==> src/rtl/div_pkg.sv <==
package div_pkg;
    typedef enum logic [1:0] {
        ST_IDLE = 2'd0,
        ST_CHK  = 2'd1,
        ST_RUN  = 2'd2,
        ST_FIN  = 2'd3
    } dstate_t;

    typedef struct packed {
        logic x;
        logic n;
        logic z;
        logic v;
        logic c;
    } ccr_t;

    function automatic ccr_t make_ovf_flags(input logic x);
        ccr_t f;
        f.x = x;
        f.n = 1'b0;
        f.z = 1'b0;
        f.v = 1'b1;
        f.c = 1'b0;
        return f;
    endfunction
endpackage

==> src/rtl/div_prep.sv <==
module div_prep #(
    parameter int W = 16
) (
    input  logic [2*W-1:0] dvd,
    input  logic [W-1:0]   dvs,
    input  logic           sgn,
    output logic [2*W-1:0] mag_a,
    output logic [W-1:0]   mag_b,
    output logic           neg_q,
    output logic           neg_r,
    output logic           zero,
    output logic           early_ovf
);
    logic a_neg, b_neg;

    always_comb begin
        a_neg     = sgn & dvd[2*W-1];
        b_neg     = sgn & dvs[W-1];
        mag_a     = a_neg ? (~dvd + 1'b1) : dvd;
        mag_b     = b_neg ? (~dvs + 1'b1) : dvs;
        neg_q     = a_neg ^ b_neg;
        neg_r     = a_neg;
        zero      = (dvs == '0);
        early_ovf = !zero && (mag_a[2*W-1:W] >= mag_b);
    end
endmodule

==> src/rtl/div_step.sv <==
module div_step #(
    parameter int W = 16
) (
    input  logic           clk,
    input  logic           rst,
    input  logic           load,
    input  logic           step,
    input  logic [2*W-1:0] mag_a,
    input  logic [W-1:0]   mag_b,
    output logic [W-1:0]   quo,
    output logic [W-1:0]   rem,
    output logic           last
);
    localparam int CW = $clog2(W);

    logic [W-1:0]  rem_q, quo_q;
    logic [CW-1:0] cnt_q;
    logic [W:0]    trial;
    logic          fits;

    always_comb begin
        trial = {rem_q, quo_q[W-1]};
        fits  = trial >= {1'b0, mag_b};
    end

    always_ff @(posedge clk) begin
        if (rst) begin
            rem_q <= '0;
            quo_q <= '0;
            cnt_q <= '0;
        end else if (load) begin
            rem_q <= mag_a[2*W-1:W];
            quo_q <= mag_a[W-1:0];
            cnt_q <= '0;
        end else if (step) begin
            rem_q <= fits ? W'(trial - {1'b0, mag_b}) : trial[W-1:0];
            quo_q <= {quo_q[W-2:0], fits};
            cnt_q <= cnt_q + 1'b1;
        end
    end

    assign quo  = quo_q;
    assign rem  = rem_q;
    assign last = (cnt_q == CW'(W - 1));


    rem_below_divisor: assert property (@(posedge clk) disable iff (rst)
        step |=> (rem_q < mag_b));
endmodule

==> src/rtl/div_post.sv <==
module div_post #(
    parameter int W = 16
) (
    input  logic         sgn,
    input  logic         neg_q,
    input  logic         neg_r,
    input  logic [W-1:0] quo,
    input  logic [W-1:0] rem,
    output logic [W-1:0] q_out,
    output logic [W-1:0] r_out,
    output logic         range_ovf
);
    localparam logic [W-1:0] HALF = W'(1) << (W - 1);

    always_comb begin
        q_out     = neg_q ? (~quo + 1'b1) : quo;
        r_out     = neg_r ? (~rem + 1'b1) : rem;
        range_ovf = sgn && (neg_q ? (quo > HALF) : (quo >= HALF));
    end
endmodule

==> src/rtl/quo_rem_divider.sv <==
module quo_rem_divider #(
    parameter int DVS_W = 16
) (
    input  logic                 clk,
    input  logic                 rst,
    input  logic                 start,
    input  logic                 signed_mode,
    input  logic [2*DVS_W-1:0]   dividend,
    input  logic [DVS_W-1:0]     divisor,
    input  logic                 x_in,
    output logic                 busy,
    output logic                 done,
    output logic [2*DVS_W-1:0]   result,
    output logic [4:0]           flags,
    output logic                 div_zero,
    output logic                 overflow
);
    import div_pkg::*;
    localparam int W  = DVS_W;
    localparam int DW = 2 * DVS_W;

    dstate_t        state;
    logic [DW-1:0]  dvd_l;
    logic [W-1:0]   dvs_l;
    logic           sgn_l, x_l;
    logic [DW-1:0]  result_q;
    ccr_t           flags_q;
    logic           done_q, dz_q, ovf_q;

    logic [DW-1:0]  mag_a;
    logic [W-1:0]   mag_b, quo, rem, q_out, r_out;
    logic           neg_q, neg_r, zero, early_ovf, last, range_ovf;
    logic           load, step;

    div_prep #(.W(W)) u_prep (
        .dvd(dvd_l), .dvs(dvs_l), .sgn(sgn_l),
        .mag_a(mag_a), .mag_b(mag_b), .neg_q(neg_q), .neg_r(neg_r),
        .zero(zero), .early_ovf(early_ovf)
    );

    assign load = (state == ST_CHK) && !zero && !early_ovf;
    assign step = (state == ST_RUN);

    div_step #(.W(W)) u_step (
        .clk(clk), .rst(rst), .load(load), .step(step),
        .mag_a(mag_a), .mag_b(mag_b), .quo(quo), .rem(rem), .last(last)
    );

    div_post #(.W(W)) u_post (
        .sgn(sgn_l), .neg_q(neg_q), .neg_r(neg_r), .quo(quo), .rem(rem),
        .q_out(q_out), .r_out(r_out), .range_ovf(range_ovf)
    );

    always_ff @(posedge clk) begin
        if (rst) begin
            state    <= ST_IDLE;
            dvd_l    <= '0;
            dvs_l    <= '0;
            sgn_l    <= 1'b0;
            x_l      <= 1'b0;
            result_q <= '0;
            flags_q  <= '0;
            done_q   <= 1'b0;
            dz_q     <= 1'b0;
            ovf_q    <= 1'b0;
        end else begin
            done_q <= 1'b0;
            dz_q   <= 1'b0;
            ovf_q  <= 1'b0;
            case (state)
                ST_IDLE: if (start) begin
                    dvd_l <= dividend;
                    dvs_l <= divisor;
                    sgn_l <= signed_mode;
                    x_l   <= x_in;
                    state <= ST_CHK;
                end
                ST_CHK: begin
                    if (zero) begin
                        dz_q   <= 1'b1;
                        done_q <= 1'b1;
                        state  <= ST_IDLE;
                    end else if (early_ovf) begin
                        result_q <= dvd_l;
                        flags_q  <= make_ovf_flags(x_l);
                        ovf_q    <= 1'b1;
                        done_q   <= 1'b1;
                        state    <= ST_IDLE;
                    end else begin
                        state <= ST_RUN;
                    end
                end
                ST_RUN: if (last) state <= ST_FIN;
                ST_FIN: begin
                    if (range_ovf) begin
                        result_q <= dvd_l;
                        flags_q  <= make_ovf_flags(x_l);
                        ovf_q    <= 1'b1;
                    end else begin
                        result_q  <= {r_out, q_out};
                        flags_q.x <= x_l;
                        flags_q.n <= q_out[W-1];
                        flags_q.z <= (q_out == '0);
                        flags_q.v <= 1'b0;
                        flags_q.c <= 1'b0;
                    end
                    done_q <= 1'b1;
                    state  <= ST_IDLE;
                end
                default: state <= ST_IDLE;
            endcase
        end
    end

    assign busy     = (state != ST_IDLE);
    assign done     = done_q;
    assign result   = result_q;
    assign flags    = flags_q;
    assign div_zero = dz_q;
    assign overflow = ovf_q;


    done_single_pulse: assert property (@(posedge clk) disable iff (rst)
        done |=> !done);

    done_while_idle: assert property (@(posedge clk) disable iff (rst)
        done |-> !busy);

    dz_keeps_result: assert property (@(posedge clk) disable iff (rst)
        div_zero |-> ($stable(result) && $stable(flags)));

    ovf_keeps_operand: assert property (@(posedge clk) disable iff (rst)
        overflow |-> (flags[1] && result == dvd_l));

    start_ignored_busy: assert property (@(posedge clk) disable iff (rst)
        (busy && start) |=> ($stable(dvd_l) && $stable(dvs_l) && $stable(sgn_l)));

    unsigned_identity: assert property (@(posedge clk) disable iff (rst)
        (done && !div_zero && !overflow && !sgn_l) |->
        (DW'(result[W-1:0]) * DW'(dvs_l) + DW'(result[DW-1:W]) == dvd_l));

    rem_sign_follows: assert property (@(posedge clk) disable iff (rst)
        (done && !div_zero && !overflow && sgn_l && result[DW-1:W] != '0) |->
        (result[DW-1] == dvd_l[DW-1]));
endmodule

==> config.mk <==
export PLATFORM = sky130hd
export DESIGN_NAME = quo_rem_divider
export DESIGN_NICKNAME = d
export VERILOG_FILES = /design/src/rtl/div_pkg.sv /design/src/rtl/div_prep.sv /design/src/rtl/div_step.sv /design/src/rtl/div_post.sv /design/src/rtl/quo_rem_divider.sv
export SDC_FILE = /design/constraint.sdc
export NUM_CORES = 1
export LEC_CHECK = 0
export BUFFER_PORTS_ARGS = -buffer_cell sky130_fd_sc_hd__buf_4
export CORE_MARGIN = 3
export CORE_UTILIZATION = 30
export CTS_CLUSTER_DIAMETER = 80
export DETAILED_ROUTE_END_ITERATION = 10
export GPL_TIMING_DRIVEN = 0
export HOLD_SLACK_MARGIN = 0.12
export PLACE_DENSITY_LB_ADDON = 0.15
export SLEW_MARGIN = 0
export SYNTH_ARGS = -nofsm -noshare
export SYNTH_HDL_FRONTEND = slang
export SYNTH_SLANG_ARGS = --single-unit
==> constraint.sdc <==
create_clock -name clk -period 3.6 [get_ports clk]
set_input_delay 0.36 -clock clk [delete_from_list [all_inputs] [get_ports clk]]
set_output_delay 0.36 -clock clk [all_outputs]
set_load 0.1 [all_outputs]
* Yosys cells after proc, flatten, opt, wreduce, memory -nomap -nowiden
Cells that the tools add are included.
** Operators by class
- Add/sub/neg operators :: 6
- $mul :: 0
- Divide/modulo/power cells :: 0
- Magnitude comparators :: 4
- Equal/unequal tests :: 8
- Shift operators :: 0
- Mux-type cells :: 30
- Bitwise logic cells :: 8
- Reductions and logical operators :: 17
** Operator list (number)
- $mux W16 :: 8
- $mux W32 :: 4
- $pmux W32 S2 :: 1
- $add A16 B1 Y16 const B :: 3
- $not A16 Y16 :: 3
- $add A32 B1 Y32 const B :: 1
- $logic_not A16 Y1 :: 2
- $not A32 Y32 :: 1
- $ge A17 B16 Y1 :: 1
- $ge A16 B16 Y1 :: 1
- $ge A16 B16 Y1 const B :: 1
- $gt A16 B16 Y1 const B :: 1
- $sub A16 B16 Y16 :: 1
- $mux W5 :: 2
- $pmux W5 S2 :: 1
- $mux W2 :: 4
- $ne A2 B2 Y1 const B :: 4
- $pmux W2 S4 :: 1
- $mux W1 :: 6
- $reduce_bool A2 Y1 :: 3
- $add A4 B1 Y4 const B :: 1
- $eq A2 B2 Y1 const B :: 2
- $eq A4 B4 Y1 const B :: 1
- $logic_and A1 B1 Y1 :: 4
- 11 further kinds :: 16
** Storage, ports and cells
- Register bits after elaboration :: 128
- Bits in latches :: 0
- Bits in writable memories :: 0
- Memory bits (read-only) :: 0
- Input bits :: 53
- Word-level logic and storage cells :: 90
- Memories kept :: 0

* Logic depth before layout (Yosys ltp)
Gate-level depths: netlist of the first run.
- Depth in word-level cells :: 8
- Gate-level depth with buffers :: 17
- Gate-level depth less buffers :: 15

* Hierarchy
From an unflattened synthesis of the first run, not the netlist that was laid out.
** Second synthesis, totals
- Cell total of the unflattened synthesis :: 1008
- Area total of the unflattened synthesis :: 8291.7 um^2
** Modules (own cells, without submodules)
- quo_rem_divider :: instances 1, cells an instance 378, area an instance 3558.4 um^2, seq. area each 1821.7 um^2
- div_step :: instances 1, cells an instance 321, area an instance 2562.5 um^2, seq. area each 720.7 um^2
- div_prep :: instances 1, cells an instance 212, area an instance 1447.6 um^2, seq. area each 0.0 um^2
- div_post :: instances 1, cells an instance 97, area an instance 723.2 um^2, seq. area each 0.0 um^2

* Worst setup path after synthesis of the first run
No wires, ideal clock.
- Path kind :: register to register
- Start point :: register dvd_l[0]
- End point :: register flags_q, in the netlist flags[3]
- Library setup time :: 0.068 ns
- Arrival time :: 3.786 ns
- Slack :: -0.254 ns
- Cell stages (with the launch flop) :: 18
- Path buffers :: 2
- Clock period less this slack :: 3.854 ns
- Cells stage by stage :: dfxtp_1 -> inv_1 -> ha_1 -> nor3b_1 -> and4b_1 -> and2_1 -> a31oi_1 -> xor2_1 -> ha_1 -> a21o_1 -> a221o_1 -> a211oi_1 -> o21ai_0 -> nand3_1 -> clkbuf_1 -> buf_1 -> a22oi_1 -> nor2_1
** Between the ends
- Word-level cells in the longest chain between the ends :: 7
** Ends and longest elaborated chain
- start: declaration :: RTL line quo_rem_divider.sv:23 : logic [DW-1:0] dvd_l;
- start signal: assignment :: RTL line quo_rem_divider.sv:72 : dvd_l <= dividend;
- $not A32 Y32 :: RTL line div_prep.sv:19 : mag_a = a_neg ? (~dvd + 1'b1) : dvd;
- $add A32 B1 Y32 :: RTL line div_prep.sv:19
- $mux W32 :: RTL line div_prep.sv:19
- $ge A16 B16 Y1 :: RTL line div_prep.sv:24 : early_ovf = !zero && (mag_a[2*W-1:W] >= mag_b);
- $logic_and A1 B1 Y1 :: RTL line div_prep.sv:24
- $ne A2 B2 Y1 (no source line)
- $reduce_and A3 Y1 (no source line)
- end signal: assignment :: RTL line quo_rem_divider.sv:85 : flags_q <= make_ovf_flags(x_l);
- end signal: assignment :: RTL line quo_rem_divider.sv:97 : flags_q <= make_ovf_flags(x_l);
- end: declaration :: RTL line quo_rem_divider.sv:27 : ccr_t flags_q;
Every way passes these cells.
A chain may end at the register's enable or synchronous reset.

* Final worst setup path of the first run
- Start point :: register dvd_l[1]
- End point :: register u_step.rem_q[10] (netlist: u_step.rem[10])
** Between the ends
- Word-level cells in the longest chain between the ends :: 8
** Ends and longest elaborated chain
- $not A32 Y32 (*) :: RTL line div_prep.sv:19
- $add A32 B1 Y32 (*) :: RTL line div_prep.sv:19
- $mux W32 (*) :: RTL line div_prep.sv:19
- $ge A16 B16 Y1 :: RTL line div_prep.sv:24
- $logic_and A1 B1 Y1 :: RTL line div_prep.sv:24
- $logic_not A1 Y1 :: RTL line quo_rem_divider.sv:41 : assign load = (state == ST_CHK) && !zero && !early_ovf;
- $logic_and A1 B1 Y1 :: RTL line quo_rem_divider.sv:41
- $mux W16 or $reduce_bool A2 Y1 (tied branches)
- end signal: assignment :: RTL line div_step.sv:32 : rem_q <= mag_a[2*W-1:W];
- end signal: assignment :: RTL line div_step.sv:36 : rem_q <= fits ? W'(trial - {1'b0, mag_b}) : trial[W-1:0];
- end: declaration :: RTL line div_step.sv:16 : logic [W-1:0] rem_q, quo_q;
Every way passes the cells marked *; elsewhere a longest branch is shown, timed or not.

==> results of run 1 <==
## stage by stage
stage	cells	power, uW	cell area, um^2	utilization (%)
after detailed placement	1498	3836	9161	35.06
final	1567	6131	10890	41.68
after floorplan	1072	3212	8059	-
after global routing	1567	6425	10890	41.68
after CTS	1562	5993	10680	40.88
after global placement	1498	3834	9161	35.06
## cell usage in the layout, fill, tap and decap left out, types with 12 or more instances in the layout
master | synthesis | routed
dfxtp_1 | 127 | 116
ha_1 | 38 | 33
a211oi_1 | 15 | 12
a21oi_1 | 127 | 115
nor2_1 | 92 | 85
xnor2_1 | 43 | 38
nand2_1 | 213 | 209
buf_4 | 1 | 134
nand3_1 | 15 | 14
clkbuf_16 | 0 | 19
o21ai_0 | 33 | 29
clkbuf_1 | 55 | 36
nor3_1 | 20 | 17
xor2_1 | 38 | 32
inv_1 | 31 | 29
o211ai_1 | 26 | 26
## per-layer routing
metal  up-vias  GRT usage (%)
met3        44          3.028
met2       320          32.66
li1       4099              -
met4         0          5.654
met5         -              0
met1      4017          32.30
## worst paths after layout
kind	endpoint	cells past startpoint
worst max-delay path	u_step.rem[10]	18
worst min-delay path	dvd_l[10]	3
worst max register to register	u_step.rem[10]	18
worst min register to register	result[5]	2
## report_power, final
group | total, uW | internal [uW] | leakage (uW) | switching, uW
clock network | 1800 | 1040 | 0.000288 | 758
registers | 1750 | 1530 | 0.00104 | 224
logic | 2580 | 1050 | 0.00289 | 1530
## worst max-delay path: cells and delay by family (launching register included)
family	cells	cell delay, ns
DFF	1	0.38
and+or+nand+nor	5	0.89
AOI/OAI and AO/OA	6	1.25
adders and majority gates	2	0.35
xor gates and xnor gates	1	0.18
buffers and inverters	4	0.57
## cell type report
type,instances,area share [%]
Clock buffer,17,3.905
Multi-Input combinational cell,840,52.13
Buffer,64,3.768
Clock inverter,15,1.562
Tap cell,335,3.848
Sequential cell,127,23.58
Inverter,31,1.068
Timing Repair Buffer,138,10.14
## flip-flops by register name, summed over array words and instances (netlist names), named ones only
signal / count
div_zero: 1
done: 1
dvd_l: 32
dvs_l: 16
flags: 4
overflow: 1
result: 32
sgn_l: 1
state: 1
u_step.cnt_q: 4
u_step.quo: 16
u_step.rem: 16
x_l: 1
## logic make-up after synthesis
kind of cell,Yosys count
and+or+nand+nor,415
adders and majority gates,39
buffers and inverters,105
AOI/OAI and AO/OA,294
xor gates and xnor gates,81
muxes,10
DFF,127
other,1
## repair_timing
item | in CTS | in global routing
resized for setup | 144 | 38
pin swaps | 54 | 33
endpoints found under the setup margin | 75 | 74
endpoints found under the hold margin | 0 | 0
cloned | 3 | 0
buffers inserted | 37 | 7
==> flow_metrics.tcl, run 1 <==
set metrics [dict create \
    status "finished with violations" \
    violations "negative setup slack" \
    p_leak_uw 0.004217 \
    met2WireLength_um 13520 \
    finClkSkew_ns 0.01890 \
    via_per_inst 5.412 \
    grt_usage_pct 21.62 \
    diodes 0 \
    seq_area_mm2 0.002569 \
    wl_um 31250 \
    tightest_slew_ns 0.9091 \
    setup_viol 69 \
    io_pins 94 \
    gp_congestion 0.9162 \
    drt_iter0_markers 780 \
    numCtsBuffers 17 \
    path_class "reg2reg" \
    synthCells 1072 \
    dr.pass1.iters 5 \
    fin_tns_setup_ns -6.090 \
    worstHoldStart "dividend[10]" \
    period_minus_slack_ns 3.751 \
    syn2layout_area_growth_pct 35.82 \
    synthTopCellsByCount "nand2_1, a21oi_1, dfxtp_1" \
    clockBufferDepth 2 \
    crit_fanout 6 \
    synth-main-ff-cell "dfxtp_1" \
    cts_hold_buf 0 \
    grt_overflow 0 \
    yosys-top-cells-area "dfxtp_1, nand2_1, a21oi_1" \
    yosys.area_share.simple_pct 22.93 \
    ys_seq_elements 127 \
    fillers 2688 \
    routed.top_layer "met4" \
    fin_crit_sh_pct 104.2 \
    multi_input_area_mm2 0.005678 \
    synth-edff-count 0 \
    synth.avg_cell_area_um2 7.482 \
    peakVddDrop_v 0.0002828 \
    finalHoldViolCount 0 \
    crit_start "dvd_l[1]" \
    cellPowerDensity_mw_per_mm2 562.8 \
    synth_fa_ha_area_share_pct 6.178 \
    cp-end-kind "flop" \
    initial_core_util_pct 30.69 \
    yosysMostFrequentCell "nand2_1" \
    synthMuxAreaShare_pct 1.279 \
    drive_gt1_share_pct 25.00 \
    slew_violations 0 \
    dieArea_mm2 0.02873 \
    grt_pass1_vias 8118 \
    synth_cell_types 67 \
    hpwl_um 23230 \
    path_cells "inv_2 -> ha_4 -> nor3b_4 -> and4b_2 -> and2_4 -> a31oi_1 -> xor2_1 -> buf_4 -> ha_4 -> a21o_1 -> a221o_1 -> a211oi_4 -> o211ai_1 -> buf_4 -> buf_6 -> nor2_4 -> nand2_1 -> o31ai_1" \
    coreArea_mm2 0.02613 \
    start_kind "flop" \
    wl_met1_um 15020 \
    rsz0062_at_grt "yes" \
    die_h_um 169.5 \
    synth-async-reset-ratio_pct 0 \
    ant_nets 0 \
    yosys.area.top_type "dfxtp_1" \
    yosysSeqAreaShare_pct 31.70 \
    synth_top_area_share_pct 31.70 \
    grt_pass1_wl_um 47980 \
    timing.rr.start "dvd_l[1]" \
    cts_tree "done" \
    synth_xor_area_share_pct 8.846 \
    rows 59 \
    syn_nets 1164 \
    cpMaxStageDelayCell "dfxtp_4" \
    rrSetupSlack_ns -0.15 \
    ctsRootBufferMaster "clkbuf_16" \
    slowest_delay_ns 0.38 \
    routedWlPerCell_um 19.94 \
    max_cap_violations 0 \
    crit_arrival_ns 4.08 \
    timing.fmax_ghz 0.2666 \
    grt_max_degree 17 \
    htree_num_levels 4 \
    synth_top_family_by_area "compound AO/OA/AOI/OAI gates" \
    layout_setup_ws_ns -0.1514 \
    post-place-ws_ns -1.497 \
    clock-sinks 127 \
    syn_area_mm2 0.008020 \
    critPathRequiredTime_ns 3.93 \
    antenna_found_initial 0 \
    worstHoldPathType "in2reg" \
    clock_latency_ns 0.43 \
    hold_slack_ns 0.1613 \
    numPortBuffers 91 \
    route.met3.wl_um 2093 \
    num_vias 8480 \
    synth-compound-area-share_pct 23.65 \
    dieWidth_um 169.5 \
    drc 0 \
    ys.warnings.count 0 \
    finalNetCount 1311 \
    clk_pin_slew_ns 0.07 \
    relSlewSlack_pct 39.39 \
]
(Power assumes the default switching activity.)
==> inputs of run 2 (changes only) <==
--- a/config.mk
+++ b/config.mk
@@ -6,13 +6,14 @@
 export NUM_CORES = 1
 export LEC_CHECK = 0
 export BUFFER_PORTS_ARGS = -buffer_cell sky130_fd_sc_hd__buf_4
-export CORE_MARGIN = 3
+export CORE_MARGIN = 2
 export CORE_UTILIZATION = 30
 export CTS_CLUSTER_DIAMETER = 80
 export DETAILED_ROUTE_END_ITERATION = 10
 export GPL_TIMING_DRIVEN = 0
 export HOLD_SLACK_MARGIN = 0.12
 export PLACE_DENSITY_LB_ADDON = 0.15
+export SKIP_CTS_REPAIR_TIMING = 1
 export SLEW_MARGIN = 0
 export SYNTH_ARGS = -nofsm -noshare
 export SYNTH_HDL_FRONTEND = slang
==> run 2 against run 1 <==
Effect of this change:
- the flow finishes with violations (design-rule violations, negative setup slack)
- first-iteration DRC count shrank 15%
- wire length rose by 1.5%
- maximum frequency shrank 2.7%
- worst setup slack got worse by 0.10 ns
- clock power increased by 3%
- sequential power about the same
- combinational power increased by 7%
- core utilization increased by 1.7 points
- non-clock buffer count increased by 10
- largest cell class unchanged
==> flow_metrics.tcl, run 2 (same netlist as run 1, synthesis figures left out) <==
set metrics [dict create \
    diodes 0 \
    dp_cells 1498 \
    crit_fanout 5 \
    drc 3 \
    via_per_inst 5.401 \
    cellPowerDensity_mw_per_mm2 563.1 \
    drt_iter0_markers 663 \
    grt_max_degree 17 \
    timing.fmax_ghz 0.2595 \
    hpwl_um 23280 \
    status "finished with violations" \
    power.share.clock_pct 29.1 \
    finalNetCount 1321 \
    clock-sinks 127 \
    finalHoldViolCount 0 \
    p_leak_uw 0.004364 \
    power_frac_seq_pct 27.5 \
    layout_commonest_cell "nand2_1" \
    rows 59 \
    syn2layout_area_growth_pct 41.39 \
    p_int_uw 3813 \
    crit_arrival_ns 4.21 \
    period_minus_slack_ns 3.854 \
    dieArea_mm2 0.02806 \
    worst-path-buf-inv 2 \
    start_kind "flop" \
    finClkSkew_ns 0.01397 \
    post-place-ws_ns -1.574 \
    antenna_found_initial 0 \
    power.switching_uw 2572 \
    clk_pin_slew_ns 0.07 \
    die_h_um 167.5 \
    fin_crit_sh_pct 107.1 \
    violations "design-rule violations, negative setup slack" \
    initial_core_util_pct 30.69 \
    grt_pass1_vias 7560 \
    slew_violations 0 \
    hold_slack_ns 0.1697 \
    numCtsBuffers 17 \
    ctsRootBufferMaster "clkbuf_16" \
    grt_overflow 0 \
    path_class "reg2reg" \
    dr.pass1.iters 9 \
    layout_setup_ws_ns -0.2543 \
    path_cells "inv_4 -> ha_4 -> nor3b_4 -> and4b_2 -> and4_4 -> a21oi_1 -> xnor2_2 -> ha_1 -> a31oi_2 -> nor3b_2 -> nand4_1 -> o21ai_4 -> nand3_4 -> buf_8 -> or3_4 -> a21oi_2" \
    dieWidth_um 167.5 \
    io_pins 94 \
    coreArea_mm2 0.02613 \
    grt_pass1_wl_um 45570 \
    worstHoldPathType "in2reg" \
    comb_power_share_pct 43.4 \
    rsz0062_at_grt "yes" \
    setup_viol 74 \
    critPathTopFamily "simple AND/OR/NAND/NOR gates" \
    final_cell_count_no_fill 1577 \
    cts_tree "done" \
    cp-end-kind "flop" \
    wl_um 31710 \
    clockBufferDepth 2 \
    gp_congestion 0.9011 \
    ant_nets 0 \
    slowest_delay_ns 0.38 \
    num_vias 8517 \
    grt_usage_pct 21.29 \
    numPortBuffers 91 \
    clock_latency_ns 0.43 \
    tightest_slew_ns 0.9135 \
    drive_gt1_share_pct 29.31 \
    critPathRequiredTime_ns 3.96 \
    htree_num_levels 4 \
    max_cap_violations 0 \
    relSlewSlack_pct 38.30 \
    switching_share_pct 40.28 \
    final_cell_mix "nand2_1, buf_4, dfxtp_1" \
    peakVddDrop_v 0.0002682 \
    cpMaxStageDelayCell "dfxtp_4" \
    routedWlPerCell_um 20.11 \
]
run 2: power by group through the flow:
| stage | registers, uW | logic [uW] | clock network (uW) |
|---|---|---|---|
| floorplan | 1820 | 1390 | 0 |
| global placement | 1750 | 2080 | 0 |
| detailed placement | 1750 | 2090 | 0 |
| CTS | 1720 | 2100 | 1880 |
| global route | 1770 | 2960 | 1940 |
| finish | 1760 | 2770 | 1860 |
run 2: layout make-up:
| type | count | area (um^2) |
|---|---|---|
| plain buffers | 65 | 455.4 |
| clock buffers | 17 | 425.4 |
| clock inverters | 15 | 193.9 |
| fillers | 2679 | 14790 |
| inverters | 31 | 118.9 |
| multi-input cells | 840 | 5932 |
| flip-flops and latches | 127 | 2569 |
| well taps | 335 | 419.2 |
| repair buffers | 147 | 1226 |
run 2: worst paths after layout:
check / start / endpoint / cells after the start / slack (ns)
worst max-delay path: dvd_l[1] / result[12] / 16 / -0.25
worst min register to register: result[5] / result[5] / 2 / 0.46
worst min-delay path: dividend[10] / dvd_l[10] / 3 / 0.17
worst max register to register: dvd_l[1] / result[12] / 16 / -0.25
run 2: metrics by stage:
stage / setup TNS [ns] / power, uW / instance area [um^2] / util (%)
2_1_floorplan: 0 / 3212 / 8059 / -
3_3_place_gp: -99.48 / 3835 / 9161 / 35.06
3_5_place_dp: -98.56 / 3846 / 9161 / 35.06
4_1_cts: -100.51 / 5702 / 9781 / 37.43
5_1_grt: -21.02 / 6678 / 11340 / 43.39
6_report: -11.26 / 6386 / 11340 / 43.39
run 2: tightest hold or removal path, cell delays in order:
cell     delay, ns
buf_4         0.11
nand2_1       0.05
a21oi_1       0.05
run 2: metal layers:
metal	up-vias	part of all wire, %	GRT usage [%]
li1	4110	-	-
met2	362	44	31.59
met1	3996	47	31.06
met5	-	0	0
met4	0	2.1	6.352
met3	49	7.2	4.183
==> inputs of run 3 (changes only) <==
--- a/config.mk
+++ b/config.mk
@@ -6,6 +6,8 @@
 export NUM_CORES = 1
 export LEC_CHECK = 0
 export BUFFER_PORTS_ARGS = -buffer_cell sky130_fd_sc_hd__buf_4
+export CELL_PAD_IN_SITES_DETAIL_PLACEMENT = 1
+export CELL_PAD_IN_SITES_GLOBAL_PLACEMENT = 1
 export CORE_MARGIN = 2
 export CORE_UTILIZATION = 30
 export CTS_CLUSTER_DIAMETER = 80
@@ -13,6 +15,7 @@
 export GPL_TIMING_DRIVEN = 0
 export HOLD_SLACK_MARGIN = 0.12
 export PLACE_DENSITY_LB_ADDON = 0.15
+export REMOVE_ABC_BUFFERS = 1
 export SKIP_CTS_REPAIR_TIMING = 1
 export SLEW_MARGIN = 0
 export SYNTH_ARGS = -nofsm -noshare
==> run 3 against run 2 <==
Effect of this change:
- clock power shrank 6%
- the flow still finishes with violations (design-rule violations, negative setup slack)
- register-to-register slack lost 0.07 ns
- flip-flop and latch count is the same
- maximum frequency shrank 1.8%
- wire length shrank 5.5%
- critical path depth grew 1
- power shrank 5.3%
- clock skew is essentially flat
- sequential share of layout area grew 1.7 points
- combinational power shrank 7.9%
- first-iteration DRC count shrank 42%
- cell area shrank 7.2%
==> flow_metrics.tcl, run 3 (same netlist as run 1, synthesis figures left out) <==
set metrics [dict create \
    dieArea_mm2 0.02806 \
    layout_setup_ws_ns -0.3230 \
    path_cells "inv_4 -> ha_4 -> nor3b_4 -> and4b_2 -> and2_1 -> a31oi_1 -> xor2_1 -> ha_1 -> a21o_1 -> a221o_1 -> a211oi_4 -> buf_4 -> o211ai_1 -> buf_6 -> nand2_2 -> a2bb2oi_1 -> o21ai_0" \
    via_per_inst 5.390 \
    rsz0062_at_grt "yes" \
    wl_um 29970 \
    relSlewSlack_pct 4.726 \
    critPathRequiredTime_ns 3.91 \
    grt_max_degree 107 \
    drc 5 \
    clk_pin_slew_ns 0.06 \
    numPortBuffers 92 \
    grt_pass1_wl_um 44400 \
    crit_arrival_ns 4.23 \
    fin_util_pct 40.27 \
    hold_slack_ns 0.1630 \
    grt_overflow 0 \
    critPathTopFamily "compound AO/OA/AOI/OAI gates" \
    layout_commonest_cell "nand2_1" \
    clock_latency_ns 0.44 \
    die_h_um 167.5 \
    drt_iter0_markers 386 \
    rows 59 \
    ctsRootBufferMaster "clkbuf_16" \
    numCtsBuffers 17 \
    io_pins 94 \
    num_vias 8118 \
    p_leak_uw 0.004032 \
    finClkSkew_ns 0.01446 \
    worst-path-buf-inv 3 \
    cellPowerDensity_mw_per_mm2 574.5 \
    grt_usage_pct 20.03 \
    fin_crit_sh_pct 109.0 \
    path_class "reg2reg" \
    hpwl_um 19970 \
    cp-end-kind "flop" \
    max_cap_violations 0 \
    tightest_slew_ns 1.429 \
    gp_congestion 0.8512 \
    finalHoldViolCount 0 \
    crit_fanout 7 \
    fillers 3197 \
    initial_core_util_pct 30.69 \
    peakVddDrop_v 0.0002533 \
    cts_tree "done" \
    dieWidth_um 167.5 \
    antenna_found_initial 0 \
    coreArea_mm2 0.02613 \
    post-place-ws_ns -1.779 \
    cpMaxStageDelayCell "dfxtp_4" \
    grt_pass1_vias 7807 \
    clock-sinks 127 \
    period_minus_slack_ns 3.923 \
    violations "design-rule violations, negative setup slack" \
    clockBufferDepth 2 \
    ant_nets 0 \
    slowest_delay_ns 0.37 \
    status "finished with violations" \
    setup_viol 74 \
    syn2layout_area_growth_pct 31.22 \
    drive_gt1_share_pct 23.06 \
    htree_num_levels 4 \
    finalNetCount 1250 \
    worstHoldPathType "in2reg" \
    slew_violations 0 \
    dp_cells 1433 \
    final_cell_count_no_fill 1506 \
    dr.pass1.iters 7 \
    start_kind "flop" \
    timing.fmax_ghz 0.2549 \
    final_cell_mix "nand2_1, dfxtp_1, buf_4" \
    routedWlPerCell_um 19.90 \
    diodes 0 \
]
run 3: layout make-up:
class                   count  area, um^2  area share (%)
flip-flops and latches    127        2560           24.33
clock inverters            13       128.9           1.225
inverters                  31       118.9           1.129
multi-input cells         842        5580           53.03
clock buffers              19       452.9           4.304
well taps                 335       419.2           3.983
repair buffers            139        1264           12.01
run 3: where the power goes:
part / internal, uW / leakage, uW / switching, uW / total [uW]
registers: 1530 / 0.00104 / 215 / 1740
logic: 1010 / 0.00272 / 1540 / 2550
clock network: 998 / 0.000269 / 753 / 1750
run 3: final timing paths:
path                                   from  cells past startpoint            end  slack, ns
worst max-delay path               dvd_l[1]                     17  u_step.rem[1]      -0.32
worst min-delay path            dividend[2]                      3       dvd_l[2]       0.16
worst max register to register     dvd_l[1]                     17  u_step.rem[1]      -0.32
worst min register to register   result[14]                      2     result[14]       0.45
run 3: worst reg2reg max path, stage by stage (launching register included):
cell,delay [ns]
dfxtp_4,0.37
inv_4,0.06
ha_4,0.12
nor3b_4,0.26
and4b_2,0.35
and2_1,0.25
a31oi_1,0.12
xor2_1,0.25
ha_1,0.29
a21o_1,0.19
a221o_1,0.32
a211oi_4,0.20
buf_4,0.19
o211ai_1,0.15
buf_6,0.19
nand2_2,0.19
a2bb2oi_1,0.20
o21ai_0,0.10
run 3: routing by layer:
metal	vias up	routed length [um]	GRT usage, %	share of wire, %
met5	-	0	0	0
met2	155	13610	30.96	45
met4	0	473	5.028	1.6
met1	3975	14640	29.12	49
li1	3969	-	-	-
met3	19	1250	3.049	4.2
run 3: through the flow:
stage	power, uW	TNS, ns	cell area [um^2]
after floorplan	3135	-38.24	7706
after global placement	3765	-199.61	8816
after detailed placement	3828	-115.68	8969
after CTS	5592	-117.28	9550
after global routing	6371	-31.99	10520
final	6046	-17.74	10520
